<file path="config.mk">
export PLATFORM = sky130hd
export DESIGN_NAME = cdw_window
export DESIGN_NICKNAME = d
export VERILOG_FILES = /design/src/rtl/cdw_pkg.sv /design/src/rtl/cdw_select_reg.sv /design/src/rtl/cdw_range_gate.sv /design/src/rtl/cdw_data_mirror.sv /design/src/rtl/cdw_window.sv
export SDC_FILE = /design/constraint.sdc
export NUM_CORES = 1
export LEC_CHECK = 0
export BUFFER_PORTS_ARGS = -buffer_cell sky130_fd_sc_hd__buf_2
export CELL_PAD_IN_SITES_DETAIL_PLACEMENT = 1
export CELL_PAD_IN_SITES_GLOBAL_PLACEMENT = 1
export CORE_ASPECT_RATIO = 0.8
export CORE_MARGIN = 2
export CORE_UTILIZATION = 33
export CTS_BUF_LIST = sky130_fd_sc_hd__clkbuf_8
export DETAILED_ROUTE_END_ITERATION = 8
export PLACE_DENSITY = 0.81
export SLEW_MARGIN = 20
export SYNTH_ARGS = -nofsm -noshare
export SYNTH_HDL_FRONTEND = slang
export SYNTH_HIERARCHICAL = 1
export SYNTH_SLANG_ARGS = --single-unit
</file>
<file path="constraint.sdc">
create_clock -name clk -period 2.16 [get_ports clk]
set_clock_uncertainty 0.1 [all_clocks]
set_input_delay 0.108 -clock clk [delete_from_list [all_inputs] [get_ports clk]]
set_output_delay 0.108 -clock clk [all_outputs]
set_load 0.01 [all_outputs]
</file>
<file path="src/rtl/cdw_pkg.sv">
// Shared constants and types for the indirect dword window.
// Assumes a fixed 32-bit data field and a two-dword capability.
package cdw_pkg;
    localparam int DATA_W = 32;
    localparam int BE_W   = DATA_W / 8;

    typedef enum logic {
        CAP_HEAD = 1'b0,  // dword 0: select byte at byte offset 2
        CAP_DATA = 1'b1   // dword 1: data mirror
    } cap_dw_e;

    localparam int SEL_LSB = 16;  // select byte occupies bits 23:16
endpackage

</file>
<file path="src/rtl/cdw_select_reg.sv">
// Holds the select byte of the window.
// Assumes only byte 2 of dword 0 is writable; other head bytes are constant zero.
module cdw_select_reg
    import cdw_pkg::*;
#(
    parameter int SEL_W = 8
) (
    input  logic             clk,
    input  logic             rst_n,
    input  logic             wr_head_sel,
    input  logic [SEL_W-1:0] wr_byte,
    output logic [SEL_W-1:0] sel_q,
    output logic [SEL_W-1:0] sel_next
);
    // Next select: new byte on a select write, else hold.
    always_comb begin
        sel_next = wr_head_sel ? wr_byte : sel_q;
    end

    // Register the select byte with synchronous reset to zero.
    always_ff @(posedge clk) begin
        if (!rst_n) sel_q <= '0;
        else        sel_q <= sel_next;
    end

    assert_sel_load_R2: assert property (@(posedge clk) disable iff (!rst_n)
        wr_head_sel |=> sel_q == $past(wr_byte));
    assert_sel_hold_R8: assert property (@(posedge clk) disable iff (!rst_n)
        !wr_head_sel |=> $stable(sel_q));
endmodule

</file>
<file path="src/rtl/cdw_range_gate.sv">
// Decides whether a dword index falls inside the implemented register file.
// Assumes REG_DWORDS >= 1; when it covers the whole index space every index is valid.
module cdw_range_gate #(
    parameter int SEL_W      = 8,
    parameter int REG_DWORDS = 20
) (
    input  logic [SEL_W-1:0] idx,
    output logic             in_range
);
    localparam int SPACE = 1 << SEL_W;

    generate
        if (REG_DWORDS >= SPACE) begin : g_full
            logic unused_idx;
            // Whole index space is implemented.
            always_comb begin
                unused_idx = ^idx;
                in_range   = 1'b1;
            end
        end else begin : g_part
            localparam logic [SEL_W:0] LIMIT = REG_DWORDS[SEL_W:0];
            // Compare the index against the implemented size.
            always_comb begin
                in_range = ({1'b0, idx} < LIMIT);
            end
        end
    endgenerate
endmodule

</file>
<file path="src/rtl/cdw_data_mirror.sv">
// Keeps the data field: merges byte-enabled writes and refreshes after any capability write.
// Assumes rf_rdata reflects the index the block presents in the same cycle.
module cdw_data_mirror
    import cdw_pkg::*;
(
    input  logic              clk,
    input  logic              rst_n,
    input  logic              touch,
    input  logic              data_wr,
    input  logic              in_range,
    input  logic [BE_W-1:0]   be,
    input  logic [DATA_W-1:0] wdata,
    input  logic [DATA_W-1:0] rf_rdata,
    output logic [DATA_W-1:0] merged,
    output logic [DATA_W-1:0] data_q
);
    logic [DATA_W-1:0] data_next;

    // Byte lane merge of write data over the current field.
    generate
        for (genvar b = 0; b < BE_W; b++) begin : g_lane
            always_comb begin
                merged[b*8 +: 8] = be[b] ? wdata[b*8 +: 8] : data_q[b*8 +: 8];
            end
        end
    endgenerate

    // Refresh value: written dword, fetched dword, or zero out of range.
    always_comb begin
        if (!touch)        data_next = data_q;
        else if (!in_range) data_next = '0;
        else if (data_wr)  data_next = merged;
        else               data_next = rf_rdata;
    end

    // Register the mirror with synchronous reset to zero.
    always_ff @(posedge clk) begin
        if (!rst_n) data_q <= '0;
        else        data_q <= data_next;
    end

    assert_idle_hold_R8: assert property (@(posedge clk) disable iff (!rst_n)
        !touch |=> $stable(data_q));
    assert_out_of_range_zero_R7: assert property (@(posedge clk) disable iff (!rst_n)
        (touch && !in_range) |=> data_q == '0);
endmodule

</file>
<file path="src/rtl/cdw_window.sv">
// Top of the indirect dword window capability.
// Assumes a single write port to the capability and an external register file with
// combinational read and edge-triggered write.
module cdw_window
    import cdw_pkg::*;
#(
    parameter int SEL_W      = 8,
    parameter int REG_DWORDS = 20
) (
    input  logic              clk,
    input  logic              rst_n,
    input  logic              cfg_wr,
    input  logic              cfg_dw,
    input  logic [3:0]        cfg_be,
    input  logic [31:0]       cfg_wdata,
    input  logic              cfg_rd_dw,
    output logic [31:0]       cfg_rdata,
    output logic [SEL_W-1:0]  rf_addr,
    output logic              rf_wr,
    output logic [31:0]       rf_wdata,
    input  logic [31:0]       rf_rdata
);
    localparam int HEAD_PAD = DATA_W - SEL_LSB - SEL_W;

    logic              touch;
    logic              wr_head_sel;
    logic              data_wr;
    logic              in_range;
    logic [SEL_W-1:0]  sel_q;
    logic [SEL_W-1:0]  sel_next;
    logic [DATA_W-1:0] merged;
    logic [DATA_W-1:0] data_q;

    // Decode the write into touch, select load and data write.
    always_comb begin
        touch       = cfg_wr && (cfg_be != '0);
        wr_head_sel = cfg_wr && (cap_dw_e'(cfg_dw) == CAP_HEAD) && cfg_be[SEL_LSB/8];
        data_wr     = touch && (cap_dw_e'(cfg_dw) == CAP_DATA);
    end

    cdw_select_reg #(.SEL_W(SEL_W)) u_sel (
        .clk        (clk),
        .rst_n      (rst_n),
        .wr_head_sel(wr_head_sel),
        .wr_byte    (cfg_wdata[SEL_LSB +: SEL_W]),
        .sel_q      (sel_q),
        .sel_next   (sel_next)
    );

    cdw_range_gate #(.SEL_W(SEL_W), .REG_DWORDS(REG_DWORDS)) u_gate (
        .idx     (sel_next),
        .in_range(in_range)
    );

    cdw_data_mirror u_data (
        .clk     (clk),
        .rst_n   (rst_n),
        .touch   (touch),
        .data_wr (data_wr),
        .in_range(in_range),
        .be      (cfg_be),
        .wdata   (cfg_wdata),
        .rf_rdata(rf_rdata),
        .merged  (merged),
        .data_q  (data_q)
    );

    // Register-file port: index follows the resulting select.
    always_comb begin
        rf_addr  = sel_next;
        rf_wr    = data_wr && in_range;
        rf_wdata = merged;
    end

    // Capability read mux; unused head bytes read zero.
    always_comb begin
        if (cap_dw_e'(cfg_rd_dw) == CAP_HEAD)
            cfg_rdata = {{HEAD_PAD{1'b0}}, sel_q, {SEL_LSB{1'b0}}};
        else
            cfg_rdata = data_q;
    end

    assert_no_head_rf_write_R3: assert property (@(posedge clk) disable iff (!rst_n)
        rf_wr |-> (cfg_wr && cfg_dw == 1'b1));
    assert_forward_mirrors_R4: assert property (@(posedge clk) disable iff (!rst_n)
        rf_wr |=> data_q == $past(rf_wdata));
    assert_refresh_fetch_R6: assert property (@(posedge clk) disable iff (!rst_n)
        (touch && !data_wr && in_range) |=> data_q == $past(rf_rdata));
endmodule

</file>
* Word-level counts from Yosys, hierarchy flattened
Cells that the tools add are included.
** Cells by class
- $lt $le $gt $ge :: 1
- Reduce and logical (&&, ||, !) cells :: 6
- Bitwise gates (word level) :: 1
- Mux-type cells :: 8
** Operator list (number)
- $mux W32 :: 3
- $mux W8 :: 5
- $lt A8 B5 Y1 const B :: 1
- $logic_and A1 B1 Y1 :: 5
- $reduce_bool A4 Y1 :: 1
- $not A1 Y1 :: 1
** Word-level totals
- Flip-flop bits (word level) :: 40
- Logic and storage cells :: 18
- Input bits :: 73

* Depth between registers and ports, before layout
Gate-level depths: netlist of run 1.
- Depth after elaboration :: 6
- Gate-level depth with buffers :: 9
- Gate-level depth less buffers :: 8

* Cells and area by module
Netlist of run 1, hierarchy kept.
** By module, submodules not included
- cdw_data_mirror :: sequential area each 640.6 sq um, cells an instance 189, instances 1, area an instance 1868.0 sq um
- cdw_select_reg :: sequential area each 160.2 sq um, cells an instance 25, instances 1, area an instance 344.1 sq um
- cdw_window :: sequential area each 0.0 sq um, cells an instance 42, instances 1, area an instance 330.3 sq um
- cdw_range_gate :: sequential area each 0.0 sq um, cells an instance 2, instances 1, area an instance 28.8 sq um

* Worst setup path before layout of run 1
No wires, ideal clock.
- Path kind :: input-to-reg
- Start :: in cfg_wr
- End :: reg u_data.data_q[24]
- Path buffers :: 2
- Stages :: 9
- Required time :: 1990 ps
- Setup time :: 70 ps
- Arrival time :: 1642 ps
- Path slack :: 347 ps
- Cells stage by stage :: nand2_1 > nor2_1 > buf_6 > mux2_4 > o21ai_1 > nor4b_4 > nand3_1 > buf_2 > o2bb2ai_1
** Between the ends
- Longest elaborated chain between the ends :: 5
- Elaborated cells between the ends (all ways) :: 8
- Classes of those cells :: 1 x order compare; 3 x mux; 4 x reduce/logical
** Ends and longest elaborated chain
- start: declaration :: line cdw_window.sv:12 : input logic cfg_wr,
- $logic_and A1 B1 Y1 (2 in a row) :: line cdw_window.sv:37 : wr_head_sel = cfg_wr && (cap_dw_e'(cfg_dw) == CAP_HEAD) && cfg_be[SEL_LSB/8];
- net wr_head_sel :: line cdw_window.sv:26 : logic wr_head_sel;
- $mux W8 :: line cdw_select_reg.sv:17 : sel_next = wr_head_sel ? wr_byte : sel_q;
- net rf_addr[2] :: line cdw_window.sv:18 : output logic [SEL_W-1:0] rf_addr,
- $lt A8 B5 Y1 :: line cdw_range_gate.sv:24 : in_range = ({1'b0, idx} < LIMIT);
- net in_range :: line cdw_window.sv:28 : logic in_range;
- $mux W32 :: line cdw_data_mirror.sv:31 : else if (!in_range) data_next = '0;
- end signal: assignment :: line cdw_data_mirror.sv:39 : else data_q <= data_next;
- end: declaration :: line cdw_data_mirror.sv:15 : output logic [DATA_W-1:0] data_q
The timed path passes the listed nets, and every way through them passes these cells.
A chain may end at the register's enable or synchronous reset.

* Final worst setup path of run 1
- Start :: in cfg_be[2]
- End :: out rf_wr
** Between the ends
- Longest elaborated chain between the ends :: 4
- Elaborated cells between the ends (all ways) :: 7
- Classes of those cells :: 1 x order compare; 1 x mux; 5 x reduce/logical
** Ends and longest elaborated chain
- start: declaration :: line cdw_window.sv:14 : input logic [3:0] cfg_be,
- $logic_and A1 B1 Y1 :: line cdw_window.sv:37
- net wr_head_sel :: line cdw_window.sv:26
- $mux W8 :: line cdw_select_reg.sv:17
- $lt A8 B5 Y1 :: line cdw_range_gate.sv:24
- net in_range :: line cdw_window.sv:28
- $logic_and A1 B1 Y1 :: line cdw_window.sv:71 : rf_wr = data_wr && in_range;
- end: declaration :: line cdw_window.sv:19 : output logic rf_wr,
The timed path passes the listed nets, and every way through them passes these cells.

==> results.py, run 1 <==
metrics = {
    "outcome": {
        "status": "finished clean",
    },
    "logic_synthesis": {
        "syn-num-nets": 331,
        "yosysSeqAreaShare_pct": 31.1,
        "yosys_warnings": 6,
        "synth_top_cell_by_area": "dfxtp_1",
        "yosysUniqueCellTypes": 24,
        "synth_top_area_share_pct": 31.1,
        "synthesis.area_um2": 2570,
        "avgSynthCellArea_um2": 9.97,
        "ys_ff_latch": 40,
        "synthTopCellsByArea": "dfxtp_1, mux2_2, o2bb2ai_1, mux2_4, nor2b_1",
        "syn_inst": 258,
    },
    "final_layout": {
        "fin_nets": 474,
        "post-route-util_pct": 47.4,
        "layout_common_cells": "buf_2, dfxtp_1, nor2b_1",
        "antenna_cells": 0,
        "postLayoutCellArea_um2": 3530,
        "area_delta_synth_final_pct": 37.5,
        "drive_gt1_share_pct": 54.2,
        "stdcell_count": 507,
        "layout_commonest_cell": "buf_2",
    },
    "sta": {
        "hold_viol": 0,
        "hold_slack_ps": 20.6,
        "worst_pin_slew_ps": 620,
        "layout_setup_ws_ps": 143,
        "slew_headroom_pct": 58.7,
        "tns_ps": 0,
        "period_share_pct": 93.4,
        "rsz0062_at_grt": "false",
        "setup_viol": 0,
        "slew_viol_final": 0,
        "fmax_mhz": 496,
        "finalCriticalPeriod_ps": 2020,
    },
    "critical_path": {
        "worstSetupPathType": "input pin to output pin",
        "end_kind": "output pin",
        "cp.arrival_ps": 1810,
        "critPathMaxFanout": 6,
        "required_ps": 1950,
        "start_kind": "input pin",
    },
    "global_routing": {
        "grt_pass1_wl_um": 12900,
        "grt_pass1_vias": 2601,
        "antenna_found_initial": 0,
        "grt.total_usage_pct": 19.1,
        "grt_max_degree": 33,
        "gr-total-overflow": 0,
    },
    "floorplanning": {
        "ios": 146,
        "die_y_um": 83.0,
        "core_area_um2": 7460,
        "row_count": 28,
        "initial_utilization_pct": 34.5,
        "die_area_um2": 8520,
        "die_width_um": 103,
    },
    "placed_design": {
        "place_ws_ps": -51.3,
        "dpl_cell_area_um2": 3380,
        "placed_cells": 495,
        "port-buffer-count": 145,
        "dp_hpwl_um": 6220,
        "place.gp.congestion": 0.852,
    },
    "drt": {
        "drc": 0,
        "first_pass_iters": 4,
        "drtAntennaViolNets": 0,
        "drt_iter0_drc": 34,
        "vias_per_cell": 4.98,
        "dr_total_vias": 2525,
        "wl_um": 8130,
        "detail_route.wl_per_cell_um": 16.0,
    },
    "clocking": {
        "postCtsResizedCells": 0,
        "clk_pin_slew_worst_paths_ps": 80,
        "clkSinkCount": 40,
        "insertion_delay_ps": 290,
        "cts_max_level": 2,
        "clockBufferDepth": 2,
        "clockRootBuffer": "clkbuf_8",
        "cts_tree": "yes",
        "cts_buffers": 5,
    },
    "pwr": {
        "report.power.total_mw": 2.02,
        "p_per_area_nw_per_um2": 572,
        "p_leak_nw": 1.70,
        "vdd_drop_max_mv": 0.239,
    },
    "min_path": {
        "worstHoldPathType": "input pin to flip-flop",
    },
    "run": {
        "maxCapViolCount": 0,
    },
}
[synthesized netlist by cell type (all sizes together)]
| cell type | count |
|---|---|
| mux2 | 48 |
| dfxtp | 40 |
| nor2b | 33 |
| a31oi | 32 |
| and2 | 32 |
| o2bb2ai | 32 |
| buf | 21 |
| nand2 | 6 |
| nand4b | 4 |
| clkbuf | 2 |
| nor2 | 2 |
| nand2b | 1 |
| nand3 | 1 |
| nor3b | 1 |
| nor4 | 1 |
| nor4b | 1 |
| o21ai | 1 |
[routing by layer]
metal  up-vias  routed length, um  track usage [%]
met2        90               3910             31.4
met1      1182               3640             24.4
met5         -                  0                0
li1       1245                  -                -
met3         8                485             5.64
met4         0                 99             4.73
[sequential cells by signal, summed over array words and instances, names as in the netlist]
name           count
u_data/data_q     32
u_sel/sel_q        8
[critical path, stage by stage]
cell	delay, ps
buf_2	100
nand2_1	50
nor2_1	130
buf_4	200
mux2_4	320
o21ai_1	140
nor4b_4	300
nor3b_1	260
buf_2	180
[worst paths after layout]
check,end,cells after the start,from,slack [ps]
max,rf_wr,9,cfg_be[2],140
min,u_data/data_q[30],3,cfg_wdata[30],20
max reg2reg,u_data/data_q[5],7,u_sel/sel_q[2],260
min reg2reg,u_data/data_q[11],1,u_data/data_q[11],380
[power by group]
| part | total [mW] | switching (mW) | internal, mW | leakage [nW] |
|---|---|---|---|---|
| logic | 0.537 | 0.268 | 0.270 | 1.31 |
| registers | 0.818 | 0.0347 | 0.783 | 0.327 |
| clock network | 0.666 | 0.258 | 0.408 | 0.0645 |
[timing repair]
action / 4_1_cts / 5_1_grt
hold endpoints to repair: 1 / 0
setup buffers: 0 / 3
hold buffers: 1 / 0
setup endpoints to repair: 0 / 1
[final cells by class]
cell class	count	area, um^2
Clock buffer	7	96.3
Clock inverter	1	30.0
Fill cell	888	3930
Multi-Input combinational cell	195	1630
Sequential cell	40	801
Tap cell	105	131
Timing Repair Buffer	159	846
[cells by family (layout without fill, tap and decap cells)]
logic type / after synthesis / after routing / share of synthesized area [%]
flops: 40 / 40 / 31.1
mux: 48 / 48 / 23.1
buf+inv: 23 / 167 / 5.74
simple gates: 82 / 82 / 21.2
compound gates: 65 / 65 / 18.9
(Power assumes the default switching activity.)
==> run 2: changes to the inputs <==
==> constraint.sdc (replaced) <==
create_clock -name clk -period 2.16 [get_ports clk]
set_clock_uncertainty 0.1 [all_clocks]
set_input_delay 0.108 -clock clk [delete_from_list [all_inputs] [get_ports clk]]
set_output_delay 0.108 -clock clk [all_outputs]
set_load 0.1 [all_outputs]
==> run 2 against run 1 <==
Compared with the run above: register-to-register slack worse by 20 ps; largest cell class unchanged; clock-buffer cell count down 1; clock power down 25%; critical endpoint unchanged.
==> results.py, run 2 (synthesis results as in run 1) <==
metrics = {
    "critical_path": {
        "critPathSlowestCell": "mux2_4",
        "cp_top_family": "simple AND/OR/NAND/NOR gates",
        "critical_path_buf_inv_count": 3,
        "worstSetupPathType": "input pin to output pin",
        "crit_top_cell": "buf_12",
        "required_ps": 1950,
        "critPathMaxFanout": 8,
        "end_kind": "output pin",
        "start_kind": "input pin",
        "worstPathCellList": "buf_2 -> nand2_4 -> nor2_2 -> buf_12 -> mux2_4 -> o21ai_1 -> nor4b_4 -> nor3b_4 -> buf_12",
        "cp.arrival_ps": 1800,
        "slowest_delay_ps": 330,
    },
    "floorplanning": {
        "row_count": 28,
        "die_area_um2": 8520,
        "initial_utilization_pct": 34.5,
        "core_area_um2": 7460,
        "die_width_um": 103,
        "die_y_um": 83.0,
        "ios": 146,
    },
    "final_layout": {
        "antenna_cells": 0,
        "area_delta_synth_final_pct": 41.5,
        "post-route-util_pct": 48.7,
        "stdcell_count": 503,
        "largest_register_ffs": 32,
        "fin_nets": 470,
        "top_regs": "u_data/data_q: 32 flops, u_sel/sel_q: 8 flops",
        "top_register": "u_data/data_q",
        "drive_gt1_share_pct": 54.8,
        "layout_common_cells": "buf_2, dfxtp_1, nor2b_1",
        "layout_commonest_cell": "buf_2",
    },
    "global_routing": {
        "grt_pass1_wl_um": 13100,
        "gr-total-overflow": 0,
        "grt_pass1_vias": 2645,
        "grt.total_usage_pct": 19.0,
        "antenna_found_initial": 0,
        "grt_max_degree": 37,
    },
    "placed_design": {
        "place.gp.congestion": 0.781,
        "port-buffer-count": 145,
        "placed_cells": 493,
        "place_ws_ps": -0.174,
        "dp_hpwl_um": 6190,
    },
    "sta": {
        "worst_pin_slew_ps": 693,
        "hold_viol": 0,
        "setup_viol": 0,
        "layout_setup_ws_ps": 157,
        "finalCriticalPeriod_ps": 2000,
        "slew_headroom_pct": 53.4,
        "period_share_pct": 92.8,
        "slew_viol_final": 0,
        "fmax_mhz": 499,
        "rsz0062_at_grt": "false",
    },
    "drt": {
        "drtAntennaViolNets": 0,
        "dr_total_vias": 2542,
        "wl_um": 8050,
        "drc": 0,
        "first_pass_iters": 4,
        "vias_per_cell": 5.05,
        "drt_iter0_drc": 47,
        "detail_route.wl_per_cell_um": 16.0,
    },
    "pwr": {
        "vdd_drop_max_mv": 0.289,
        "p_per_area_nw_per_um2": 683,
        "p_leak_nw": 1.71,
        "report.power.total_mw": 2.48,
    },
    "clocking": {
        "insertion_delay_ps": 280,
        "clockBufferDepth": 2,
        "cts_tree": "yes",
        "clk_pin_slew_worst_paths_ps": 70,
        "clockRootBuffer": "clkbuf_8",
        "postCtsResizedCells": 0,
        "cts_buffers": 5,
        "clkSinkCount": 40,
        "cts_max_level": 2,
    },
    "outcome": {
        "status": "finished clean",
    },
    "min_path": {
        "worstHoldPathType": "input pin to flip-flop",
    },
    "run": {
        "maxCapViolCount": 0,
    },
}
-- run 2: cell count changes in the layout (fill, tap and decap cells not counted), sizes merged --
cell	change
clkinv	+2
clkbuf	-1
bufinv	-1
dlygate4sd3	-1
buf	-3
-- run 2: stage by stage --
stage	hold slack (ps)	TNS (ps)	cell area (um^2)
after detailed placement	320	-0.174	3530
final	32.4	0	3640
after floorplan	130	-254	2590
after global placement	303	0	3530
after CTS	14.8	0	3620
after global routing	28.0	0	3640
-- run 2: what timing repair did --
action,4_1_cts,5_1_grt
hold buffers,0,0
setup endpoints to repair,0,1
buffers inserted,0,2
-- run 2: routing by layer --
layer | vias to the layer above | share of wire, % | global-route usage (%)
met4 | 0 | 0.77 | 3.64
met2 | 92 | 51 | 32.5
met5 | - | 0 | 0
li1 | 1234 | - | -
met3 | 6 | 6.0 | 4.12
met1 | 1210 | 42 | 24.3
-- run 2: final timing paths --
kind	to	slack, ps	cells past startpoint	start
setup / recovery	rf_wr	160	9	cfg_wr
hold / removal	u_data/data_q[27]	30	3	cfg_wdata[27]
setup reg to reg	u_data/data_q[16]	240	7	u_sel/sel_q[3]
hold reg to reg	u_data/data_q[2]	380	1	u_data/data_q[2]
-- run 2: layout make-up --
class | instances | area (um^2)
Clock inverter | 2 | 10.0
Timing Repair Buffer | 155 | 961
Sequential cell | 40 | 801
Clock buffer | 6 | 82.6
Fill cell | 910 | 3820
Tap cell | 105 | 131
Multi-Input combinational cell | 195 | 1650
-- run 2: where the power goes --
part	internal, mW	switching [mW]	total, mW
clock network	0.255	0.246	0.501
logic	0.297	0.869	1.17
registers	0.784	0.0336	0.817
total	1.34	1.15	2.48
-- run 2: worst reg2reg max path: stages (launching register included) --
cell,delay (ps)
dfxtp_1,320
mux2_4,290
o21ai_1,140
nor4b_4,280
buf_4,180
nand3_1,70
buf_4,250
o2bb2ai_1,220
